==> config.mk <==
export PLATFORM = sky130hd
export DESIGN_NAME = tk_regwin
export DESIGN_NICKNAME = d
export VERILOG_FILES = /design/src/rtl/tk_pkg.sv /design/src/rtl/tk_counter_chain.sv /design/src/rtl/tk_user_window.sv /design/src/rtl/tk_regwin.sv
export SDC_FILE = /design/constraint.sdc
export NUM_CORES = 1
export LEC_CHECK = 0
export BUFFER_PORTS_ARGS = -buffer_cell sky130_fd_sc_hd__buf_2
export CELL_PAD_IN_SITES_DETAIL_PLACEMENT = 0
export CELL_PAD_IN_SITES_GLOBAL_PLACEMENT = 1
export CORE_ASPECT_RATIO = 1.5
export CORE_MARGIN = 3
export CORE_UTILIZATION = 45
export CTS_CLUSTER_DIAMETER = 30
export DETAILED_ROUTE_END_ITERATION = 7
export GPL_TIMING_DRIVEN = 0
export PLACE_DENSITY = 0.85
export SYNTH_ARGS = -nofsm -noshare
export SYNTH_HDL_FRONTEND = slang
export SYNTH_SLANG_ARGS = --single-unit
==> constraint.sdc <==
create_clock -name clk -period 2.17 [get_ports clk]
set_input_delay 0.1085 -clock clk [delete_from_list [all_inputs] [get_ports clk]]
set_output_delay 0.1085 -clock clk [all_outputs]
set_load 0.005 [all_outputs]
==> src/rtl/tk_pkg.sv <==
package tk_pkg;

  typedef struct packed {
    logic [7:0] cent;
    logic [7:0] year;
    logic [7:0] month;
    logic [7:0] date;
    logic [7:0] dow;
    logic [7:0] hour;
    logic [7:0] mins;
    logic [7:0] secs;
  } tk_time_t;

  localparam int OFF_CENT  = 1;
  localparam int OFF_CTRL  = 8;
  localparam int OFF_SEC   = 9;
  localparam int OFF_MIN   = 10;
  localparam int OFF_HOUR  = 11;
  localparam int OFF_DOW   = 12;
  localparam int OFF_DATE  = 13;
  localparam int OFF_MONTH = 14;
  localparam int OFF_YEAR  = 15;

  localparam int CTRL_WR_BIT = 7;
  localparam int CTRL_RD_BIT = 6;
  localparam int STOP_BIT    = 7;
  localparam int FTEST_BIT   = 6;

  localparam tk_time_t TIME_AT_RESET = '{cent: 8'h00, year: 8'h00, month: 8'h01,
                                         date: 8'h01, dow: 8'h01, hour: 8'h00,
                                         mins: 8'h00, secs: 8'h00};

  // Next BCD value, wrapping from 'last' to 'first'.
  function automatic logic [7:0] bcd_step(input logic [7:0] v, input logic [7:0] last,
                                          input logic [7:0] first);
    if (v == last)            return first;
    else if (v[3:0] == 4'd9)  return {v[7:4] + 4'd1, 4'd0};
    else                      return {v[7:4], v[3:0] + 4'd1};
  endfunction

  // Every fourth BCD year: odd tens with units 2 or 6, even tens with 0, 4 or 8.
  function automatic logic bcd_leap(input logic [7:0] yr);
    if (yr[4]) return (yr[3:0] == 4'd2) || (yr[3:0] == 4'd6);
    else       return (yr[3:0] == 4'd0) || (yr[3:0] == 4'd4) || (yr[3:0] == 4'd8);
  endfunction

  function automatic logic [7:0] month_last(input logic [7:0] mon, input logic [7:0] yr);
    case (mon)
      8'h02:                      return bcd_leap(yr) ? 8'h29 : 8'h28;
      8'h04, 8'h06, 8'h09, 8'h11: return 8'h30;
      default:                    return 8'h31;
    endcase
  endfunction

endpackage

==> src/rtl/tk_counter_chain.sv <==
module tk_counter_chain
  import tk_pkg::*;
(
  input  logic     clk,
  input  logic     rst,
  input  logic     step,
  input  logic     load,
  input  tk_time_t load_val,
  output tk_time_t now
);

  tk_time_t   nxt;
  logic [7:0] last_date;
  logic       c_sec, c_min, c_hour, c_date, c_month, c_year;

  always_comb begin
    last_date = month_last(now.month, now.year);
    c_sec     = (now.secs == 8'h59);
    c_min     = c_sec  && (now.mins == 8'h59);
    c_hour    = c_min  && (now.hour == 8'h23);
    c_date    = c_hour && (now.date == last_date);
    c_month   = c_date && (now.month == 8'h12);
    c_year    = c_month && (now.year == 8'h99);

    nxt      = now;
    nxt.secs = bcd_step(now.secs, 8'h59, 8'h00);
    if (c_sec)   nxt.mins  = bcd_step(now.mins, 8'h59, 8'h00);
    if (c_min)   nxt.hour  = bcd_step(now.hour, 8'h23, 8'h00);
    if (c_hour) begin
      nxt.dow  = bcd_step(now.dow, 8'h07, 8'h01);
      nxt.date = bcd_step(now.date, last_date, 8'h01);
    end
    if (c_date)  nxt.month = bcd_step(now.month, 8'h12, 8'h01);
    if (c_month) nxt.year  = bcd_step(now.year, 8'h99, 8'h00);
    if (c_year)  nxt.cent  = bcd_step(now.cent, 8'h99, 8'h00);
  end

  always_ff @(posedge clk) begin
    if (rst)       now <= TIME_AT_RESET;
    else if (load) now <= load_val;
    else if (step) now <= nxt;
  end

  // seconds wrap
  assert_sec_wrap_R4: assert property (@(posedge clk) disable iff (rst)
    (step && !load && now.secs == 8'h59) |=> (now.secs == 8'h00));

  // day of week wraps from 7 to 1 at midnight
  assert_dow_wrap_R4: assert property (@(posedge clk) disable iff (rst)
    (step && !load && now.secs == 8'h59 && now.mins == 8'h59 && now.hour == 8'h23
     && now.dow == 8'h07) |=> (now.dow == 8'h01 && now.hour == 8'h00));

  // year end wraps date and month
  assert_year_end_R5: assert property (@(posedge clk) disable iff (rst)
    (step && !load && now.secs == 8'h59 && now.mins == 8'h59 && now.hour == 8'h23
     && now.date == 8'h31 && now.month == 8'h12) |=> (now.month == 8'h01 && now.date == 8'h01));

  // no step and no load keeps the count
  assert_hold_R9: assert property (@(posedge clk) disable iff (rst)
    (!step && !load) |=> $stable(now));

  // commit copies the load value
  assert_commit_R8: assert property (@(posedge clk) disable iff (rst)
    load |=> (now == $past(load_val)));

endmodule

==> src/rtl/tk_user_window.sv <==
module tk_user_window
  import tk_pkg::*;
#(
  parameter int ADDR_W = 4
) (
  input  logic              clk,
  input  logic              rst,
  input  logic              tick,
  input  logic [ADDR_W-1:0] addr,
  input  logic              wr_en,
  input  logic [7:0]        wdata,
  input  tk_time_t          now,
  output logic [7:0]        rdata,
  output logic              hold,
  output logic              load,
  output tk_time_t          load_val
);

  localparam int NUM_REGS = 1 << ADDR_W;
  localparam logic [ADDR_W-1:0] A_CENT  = ADDR_W'(OFF_CENT);
  localparam logic [ADDR_W-1:0] A_CTRL  = ADDR_W'(OFF_CTRL);
  localparam logic [ADDR_W-1:0] A_SEC   = ADDR_W'(OFF_SEC);
  localparam logic [ADDR_W-1:0] A_MIN   = ADDR_W'(OFF_MIN);
  localparam logic [ADDR_W-1:0] A_HOUR  = ADDR_W'(OFF_HOUR);
  localparam logic [ADDR_W-1:0] A_DOW   = ADDR_W'(OFF_DOW);
  localparam logic [ADDR_W-1:0] A_DATE  = ADDR_W'(OFF_DATE);
  localparam logic [ADDR_W-1:0] A_MONTH = ADDR_W'(OFF_MONTH);
  localparam logic [ADDR_W-1:0] A_YEAR  = ADDR_W'(OFF_YEAR);

  logic [7:0] ucopy [NUM_REGS];
  logic       stop_q, ftest_q, pend;
  logic       rd_freeze, wr_freeze;
  logic [7:0] rd_byte, ucopy_secs;

  assign rd_freeze  = ucopy[A_CTRL][CTRL_RD_BIT];
  assign wr_freeze  = ucopy[A_CTRL][CTRL_WR_BIT];
  assign ucopy_secs = ucopy[A_SEC];
  assign hold       = stop_q || wr_freeze;
  assign load       = wr_en && (addr == A_CTRL) && wr_freeze && !wdata[CTRL_WR_BIT];

  always_comb begin
    load_val       = '0;
    load_val.secs  = {1'b0, ucopy[A_SEC][6:0]};
    load_val.mins  = {1'b0, ucopy[A_MIN][6:0]};
    load_val.hour  = {2'b0, ucopy[A_HOUR][5:0]};
    load_val.dow   = {5'b0, ucopy[A_DOW][2:0]};
    load_val.date  = {2'b0, ucopy[A_DATE][5:0]};
    load_val.month = {3'b0, ucopy[A_MONTH][4:0]};
    load_val.year  = ucopy[A_YEAR];
    load_val.cent  = ucopy[A_CENT];
  end

  // A tick seen while unfrozen schedules one bulk refresh on the next clock.
  always_ff @(posedge clk) begin
    if (rst) pend <= 1'b0;
    else     pend <= tick && !rd_freeze && !wr_freeze;
  end

  always_ff @(posedge clk) begin
    if (rst) begin
      for (int i = 0; i < NUM_REGS; i++) ucopy[i] <= 8'h00;
    end else begin
      if (pend) begin
        ucopy[A_SEC]   <= {1'b0, now.secs[6:0]};
        ucopy[A_MIN]   <= now.mins;
        ucopy[A_HOUR]  <= now.hour;
        ucopy[A_DOW]   <= now.dow;
        ucopy[A_DATE]  <= now.date;
        ucopy[A_MONTH] <= now.month;
        ucopy[A_YEAR]  <= now.year;
        ucopy[A_CENT]  <= now.cent;
      end
      if (wr_en) ucopy[addr] <= wdata;
    end
  end

  always_ff @(posedge clk) begin
    if (rst) begin
      stop_q  <= 1'b0;
      ftest_q <= 1'b0;
    end else if (wr_en) begin
      if (addr == A_SEC) stop_q  <= wdata[STOP_BIT];
      if (addr == A_DOW) ftest_q <= wdata[FTEST_BIT];
    end
  end

  always_comb begin
    rd_byte = ucopy[addr];
    if (addr == A_SEC) rd_byte[STOP_BIT]  = stop_q;
    if (addr == A_DOW) rd_byte[FTEST_BIT] = ftest_q;
  end

  always_ff @(posedge clk) begin
    if (rst) rdata <= 8'h00;
    else     rdata <= rd_byte;
  end

  // a frozen copy holds while no refresh or write is under way
  assert_read_hold_R6: assert property (@(posedge clk) disable iff (rst)
    (rd_freeze && !pend && !wr_en) |=> $stable(ucopy_secs));

  // a started refresh completes
  assert_refresh_done_R7: assert property (@(posedge clk) disable iff (rst)
    (pend && !wr_en) |=> (ucopy_secs == {1'b0, $past(now.secs[6:0])}));

  // no refresh without a tick in the previous cycle
  assert_no_stray_refresh_R3: assert property (@(posedge clk) disable iff (rst)
    (!tick && !wr_en) |=> !pend);

endmodule

==> src/rtl/tk_regwin.sv <==
module tk_regwin
  import tk_pkg::*;
#(
  parameter int ADDR_W = 4
) (
  input  logic              clk,
  input  logic              rst,
  input  logic              sec_tick,
  input  logic [ADDR_W-1:0] addr,
  input  logic              wr_en,
  input  logic [7:0]        wdata,
  output logic [7:0]        rdata
);

  tk_time_t now, load_val;
  logic     hold, load, step;

  assign step = sec_tick && !hold;

  tk_user_window #(.ADDR_W(ADDR_W)) u_win (
    .clk      (clk),
    .rst      (rst),
    .tick     (sec_tick),
    .addr     (addr),
    .wr_en    (wr_en),
    .wdata    (wdata),
    .now      (now),
    .rdata    (rdata),
    .hold     (hold),
    .load     (load),
    .load_val (load_val)
  );

  tk_counter_chain u_chain (
    .clk      (clk),
    .rst      (rst),
    .step     (step),
    .load     (load),
    .load_val (load_val),
    .now      (now)
  );

endmodule

# After elaboration in Yosys (flattened, before gate mapping)
# Memories as Yosys holds them, arrays and structs flattened.
# Index checks and enable logic that the tools add are counted.
# totals
regBits	75
mem_bits_rw	128
mem_count	1
input_bits	16
out_inout_bits	8
# memory_table
memory	words	word_bits	rd	rd_ports_with_merged_regs	write_ports	line	text
u_win.ucopy	16	8	10	0	16	tk_user_window.sv:30	logic [7:0] ucopy [NUM_REGS];
# classes
eq_ne	36
addsub	16
reduce_logical	65
bitwise	32
mux	49
# op_table
op	count
$mux W8	30
$mux W64	2
$add A4 B1 Y4 const B	16
$eq A4 B4 Y1 const B	12
$reduce_and A3 Y1	11
$eq A4 B4 Y1 const A	8
$reduce_bool A2 Y1	13
$eq A8 B3 Y1 const B	3
$reduce_and A2 Y1	11
$reduce_bool A3 Y1	7
$and A1 B1 Y1	16
$eq A8 B5 Y1 const B	2
$eq A8 B7 Y1 const B	2
$eq A8 B8 Y1 const B	2
$mux W16	1
$pmux W8 S2	1
$mux W1	14
$logic_and A1 B1 Y1	11
$eq A4 B3 Y1 const B	2
$eq A8 B2 Y1 const B	1
$eq A8 B4 Y1 const B	1
$eq A8 B6 Y1 const B	1
$eq A8 B8 Y1	1
$not A1 Y1	8
other kinds (9)	22

# Depth between registers and ports, before layout
# depth
depth_word	14
ltp_mapped	10
depth_no_buf	8

# Modules after synthesis
# Synthesis repeated with hierarchy kept, for this count alone.
# unflattened
hier_cells	1177
area_unflattened_um2	11427.2
# modules_own_cells
mod	seq_area_each_um2	cells_each	n_inst	area_each_um2
tk_user_window	4003.8	606	1	7101.8
tk_counter_chain	1281.2	570	1	4311.6
tk_regwin	0.0	1	1	13.8

# Least setup slack after synthesis
# OpenSTA, ideal clock, no wires.
# synth_path
path_kind	flip-flop to flip-flop
startpoint	register, netlist name u_chain.now[44]
endpoint	register, netlist name u_chain.now[58]
setup_time_ns	0.074
t_arrival_ns	2.296
t_required_ns	2.096
stages_incl_launch_ff	9
n_path_buf	0
period_less_slack_ns	2.370
slack_ns	-0.200
cell_sequence	dfxtp_1 -> inv_1 -> ha_1 -> or3b_1 -> o22a_1 -> nor4_4 -> o2111ai_1 -> or4_1 -> a31oi_1
# synth_between
elab_chain_cells	9
elab_cells_between_ends	14
classes_between	eq/ne (7); mux (1); reduce/logical (6)
# synth_rtl
element	line	text
$eq A8 B3 Y1 (tied with other cells)	tk_pkg.sv:48	case (mon)
$reduce_or A4 Y1	tk_pkg.sv:48	
$pmux W8 S2	tk_pkg.sv:48	
$eq A8 B8 Y1	tk_counter_chain.sv:21	c_date = c_hour && (now.date == last_date);
$logic_and A1 B1 Y1	tk_counter_chain.sv:21	
$logic_and A1 B1 Y1 (*)	tk_counter_chain.sv:22	c_month = c_date && (now.month == 8'h12);
$logic_and A1 B1 Y1 (*)	tk_counter_chain.sv:23	c_year = c_month && (now.year == 8'h99);
$reduce_bool A2 Y1 (no source line) (*)	--	
$reduce_and A2 Y1 (no source line) (*)	--	
# Every way passes the cells marked *; elsewhere a longest branch is shown, timed or not.
# A chain may end at the register's enable or synchronous reset.

# Worst setup path in the final report
# layout_path
startpoint	register, netlist name u_chain.now[42]
endpoint	register, netlist name u_chain.now[55]
# layout_between
elab_chain_cells	8
elab_cells_between_ends	13
classes_between	eq/ne (7); mux (1); reduce/logical (5)
# layout_rtl
element	line
$eq A8 B3 Y1 (tied with other cells)	tk_pkg.sv:48
$reduce_or A4 Y1	tk_pkg.sv:48
$pmux W8 S2	tk_pkg.sv:48
$eq A8 B8 Y1	tk_counter_chain.sv:21
$logic_and A1 B1 Y1	tk_counter_chain.sv:21
$logic_and A1 B1 Y1 (*)	tk_counter_chain.sv:22
$reduce_bool A2 Y1 (no source line) (*)	--
$reduce_and A3 Y1 (no source line) (*)	--
# Marked as above.

==> impl_metrics.yaml <==
drt:
  vias: 9246
  firstDrtPassIters: 7
  drc_errors: 0
  antenna_left: 0
  drt_wl_total_mm: 35.4
  dr.first_iter.drc_count: 947
  avgViaCountPerCell: 6.09
  wl_per_cell_um: 23.3
worst_setup_path:
  slowest_stage: "or4_4"
  path_buf_inv: 1
  crit_family: "simple AND/OR/NAND/NOR gates"
  setup.worst_path.start_class: "flip-flop"
  required_ps: 2630
  path_class: "reg -> reg"
  end_kind: "flip-flop"
  worstPathMaxFanout: 10
  crit_chain: "buf_2 > nor4b_4 > and4_1 > o2111a_2 > o2111ai_4 > or4_4 > a311oi_2"
  slowest_delay_ps: 450
  worstPathArrival_ps: 2980
logic_synthesis:
  ys_types: 74
  synthTopCellsByArea: "edfxtp_1 (35%), dfxtp_1 (14%), mux4_2 (7.9%)"
  syn_nets: 1124
  synth_area_um2: 10800
  yosys.area.top_type_share_pct: 34.9
  synth_top_area_cell: "edfxtp_1"
  synth.avg_cell_area_um2: 10.0
  synth_async_sr_flop_share_pct: 0
  yosysWarnings: 0
  synthCells: 1080
  synth_seq_cells: 201
  synth-edff-count: 126
  ys.flop_type: "edfxtp_1"
  ys_seq_area_share_pct: 48.8
clocking:
  cts_buffers: 31
  cts_tree: "done"
  clkTransAtPathRegs_ps: 60
  cts_root_buffer: "clkbuf_16"
  cts-htree-levels: 1
  cts_buffer_depth: 3
  clk_latency_ps: 560
  cts.sink_count: 201
finish:
  fillers: 1934
  fin_nets: 1223
  final_common_cell: "nand2_1"
  area_growth_pct: 25.0
  instances_no_fill: 1519
  n_antenna_cell: 0
  final_layout_size_suffix_gt1_share_pct: 23.3
  final_cell_mix: "nand2_1 (175), edfxtp_1 (126), o21ai_0 (85)"
  final_area_um2: 13500
power:
  p_int_mw: 7.53
  swShare_pct: 24.9
  comb_power_share_pct: 6.3
  ir_worst_vdd_mv: 0.753
  cellPowerDensity_nw_per_um2: 740
  p_clk_share_pct: 50.7
  seqPwrFrac_pct: 42.9
  switchingPower_mw: 2.49
  total_leakage_power_nw: 4.72
grt:
  first_global_vias: 9084
  antenna_found_initial: 0
  grt_use_total_pct: 26.8
  grt_max_degree: 16
  grt_pass1_wl_mm: 53.3
  overflow: 0
timing:
  period_minus_slack_ps: 2530
  finalCritPeriodShare_pct: 116
  max_freq_mhz: 396
  setup-violations-final: 40
  setup_ws_ps: -357
  worst_slew_pin_slew_ps: 1180
  drv_slew: 0
  rsz0062_at_grt: "true"
  hold_violations: 0
  whs_ps: 43.7
  slew_headroom_pct: 20.6
  finalClockSkew_ps: 21.6
placement:
  placed_cell_area_um2: 11400
  place_inst: 1415
  dp_hpwl_mm: 25.2
  routabilityCongestion: 0.932
  io_buffers: 20
die:
  num_rows: 68
  initial_core_util_pct: 46.3
  core_um2: 23400
  die_y_um: 196
  io_pins: 24
  die_area_um2: 26000
  dieWidth_um: 133
run_status:
  failed_checks: "negative setup slack"
  run_status: "complete, but fails checks"
flow_run:
  max-cap-violations: 0
worst_hold_path:
  hp-class: "in -> reg"
==> registers in the layout, summed over array words and instances, names as in the netlist <==
name / flops
u_chain.now: 64
u_win.ftest_q: 1
u_win.pend: 1
u_win.rdata: 8
u_win.stop_q: 1
u_win.ucopy: 126
==> layer usage <==
layer	vias to the layer above	part of all wire (%)	GRT usage, %	wire length [um]
li1	4169	-	-	-
met1	4460	35	30.5	12300
met2	468	51	47.8	17900
met3	149	7.3	3.28	2580
met4	0	7.1	16.1	2500
met5	-	0	0	0
==> Yosys cell counts (6+ instances only) <==
| cell | n |
|---|---|
| o21ai_0 | 104 |
| clkbuf_1 | 54 |
| mux2i_1 | 12 |
| and3_1 | 8 |
| inv_1 | 26 |
| nor3b_1 | 6 |
| a211oi_1 | 6 |
| or4_1 | 7 |
| a21oi_1 | 49 |
| nand3_1 | 37 |
| buf_1 | 11 |
| nor3_1 | 23 |
| a31oi_1 | 12 |
| nand2_1 | 178 |
| and2_1 | 72 |
| ha_1 | 28 |
| xor2_1 | 7 |
| edfxtp_1 | 126 |
| nor2_1 | 70 |
| dfxtp_1 | 75 |
| nor2b_1 | 7 |
| nand2b_1 | 7 |
| mux4_2 | 38 |
| nand4_1 | 10 |
==> tightest hold or removal path, delay by kind of cell <==
kind                   cells  cell delay (ps)
and+or+nand+nor            2              220
buffers and inverters      1              150
muxes                      1               90
==> power by group through the flow <==
| stage | combinational, mW | clock [mW] | sequential, mW |
|---|---|---|---|
| detailed placement | 0.575 | 0 | 4.38 |
| global route | 0.660 | 5.28 | 4.31 |
| finish | 0.632 | 5.08 | 4.30 |
| global placement | 0.565 | 0 | 4.37 |
| CTS | 0.609 | 5.11 | 4.30 |
| floorplan | 0.345 | 0 | 4.33 |
==> repair_timing <==
action | 4_1_cts | 5_1_grt
endpoints found under the setup margin | 209 | 109
hold endpoints to repair | 42 | 0
cloned | 1 | 0
resized for setup | 103 | 97
buffers inserted | 29 | 12
pin swaps | 30 | 29
hold buffers | 10 | 0
==> worst paths after layout <==
kind | slack (ps) | end | from | cells after the start
worst max register to register | -360 | u_chain.now[55] | u_chain.now[42] | 7
worst min register to register | 480 | u_win.pend | u_win.ucopy[8][6] | 1
worst max-delay path | -360 | u_chain.now[55] | u_chain.now[42] | 7
worst min-delay path | 40 | u_win.stop_q | wr_en | 4
==> cell type report <==
class | count | area (um2) | share of cell area (%)
repair buffers | 72 | 624 | 4.61
plain buffers | 66 | 355 | 2.62
multi-input cells | 781 | 5700 | 42.1
clock inverters | 23 | 277 | 2.04
well taps | 315 | 394 | 2.91
clock buffers | 35 | 791 | 5.84
inverters | 26 | 100 | 0.739
flip-flops and latches | 201 | 5300 | 39.1
==> per-stage QoR <==
step / setup TNS, ps / util (%) / setup slack (ps) / power (mW)
after floorplan: -745 / - / -168 / 4.68
after global placement: -184040 / 48.6 / -1080 / 4.94
after detailed placement: -191750 / 48.6 / -1130 / 4.96
after CTS: -7330 / 56.1 / -340 / 10.0
after global routing: -11300 / 57.9 / -467 / 10.3
final: -7250 / 57.9 / -357 / 10.0
==> cells by family (layout without fill, tap and decap cells) <==
family,Yosys count,after routing,share of synthesized area (%)
flops,201,201,48.8
fa+ha+maj,28,28,3.23
simple gates,463,463,21.3
buf+inv,98,222,3.61
mux,50,50,9.00
xor+xnor,12,12,0.970
compound gates,228,228,13.1
(Power assumes the default switching activity.)
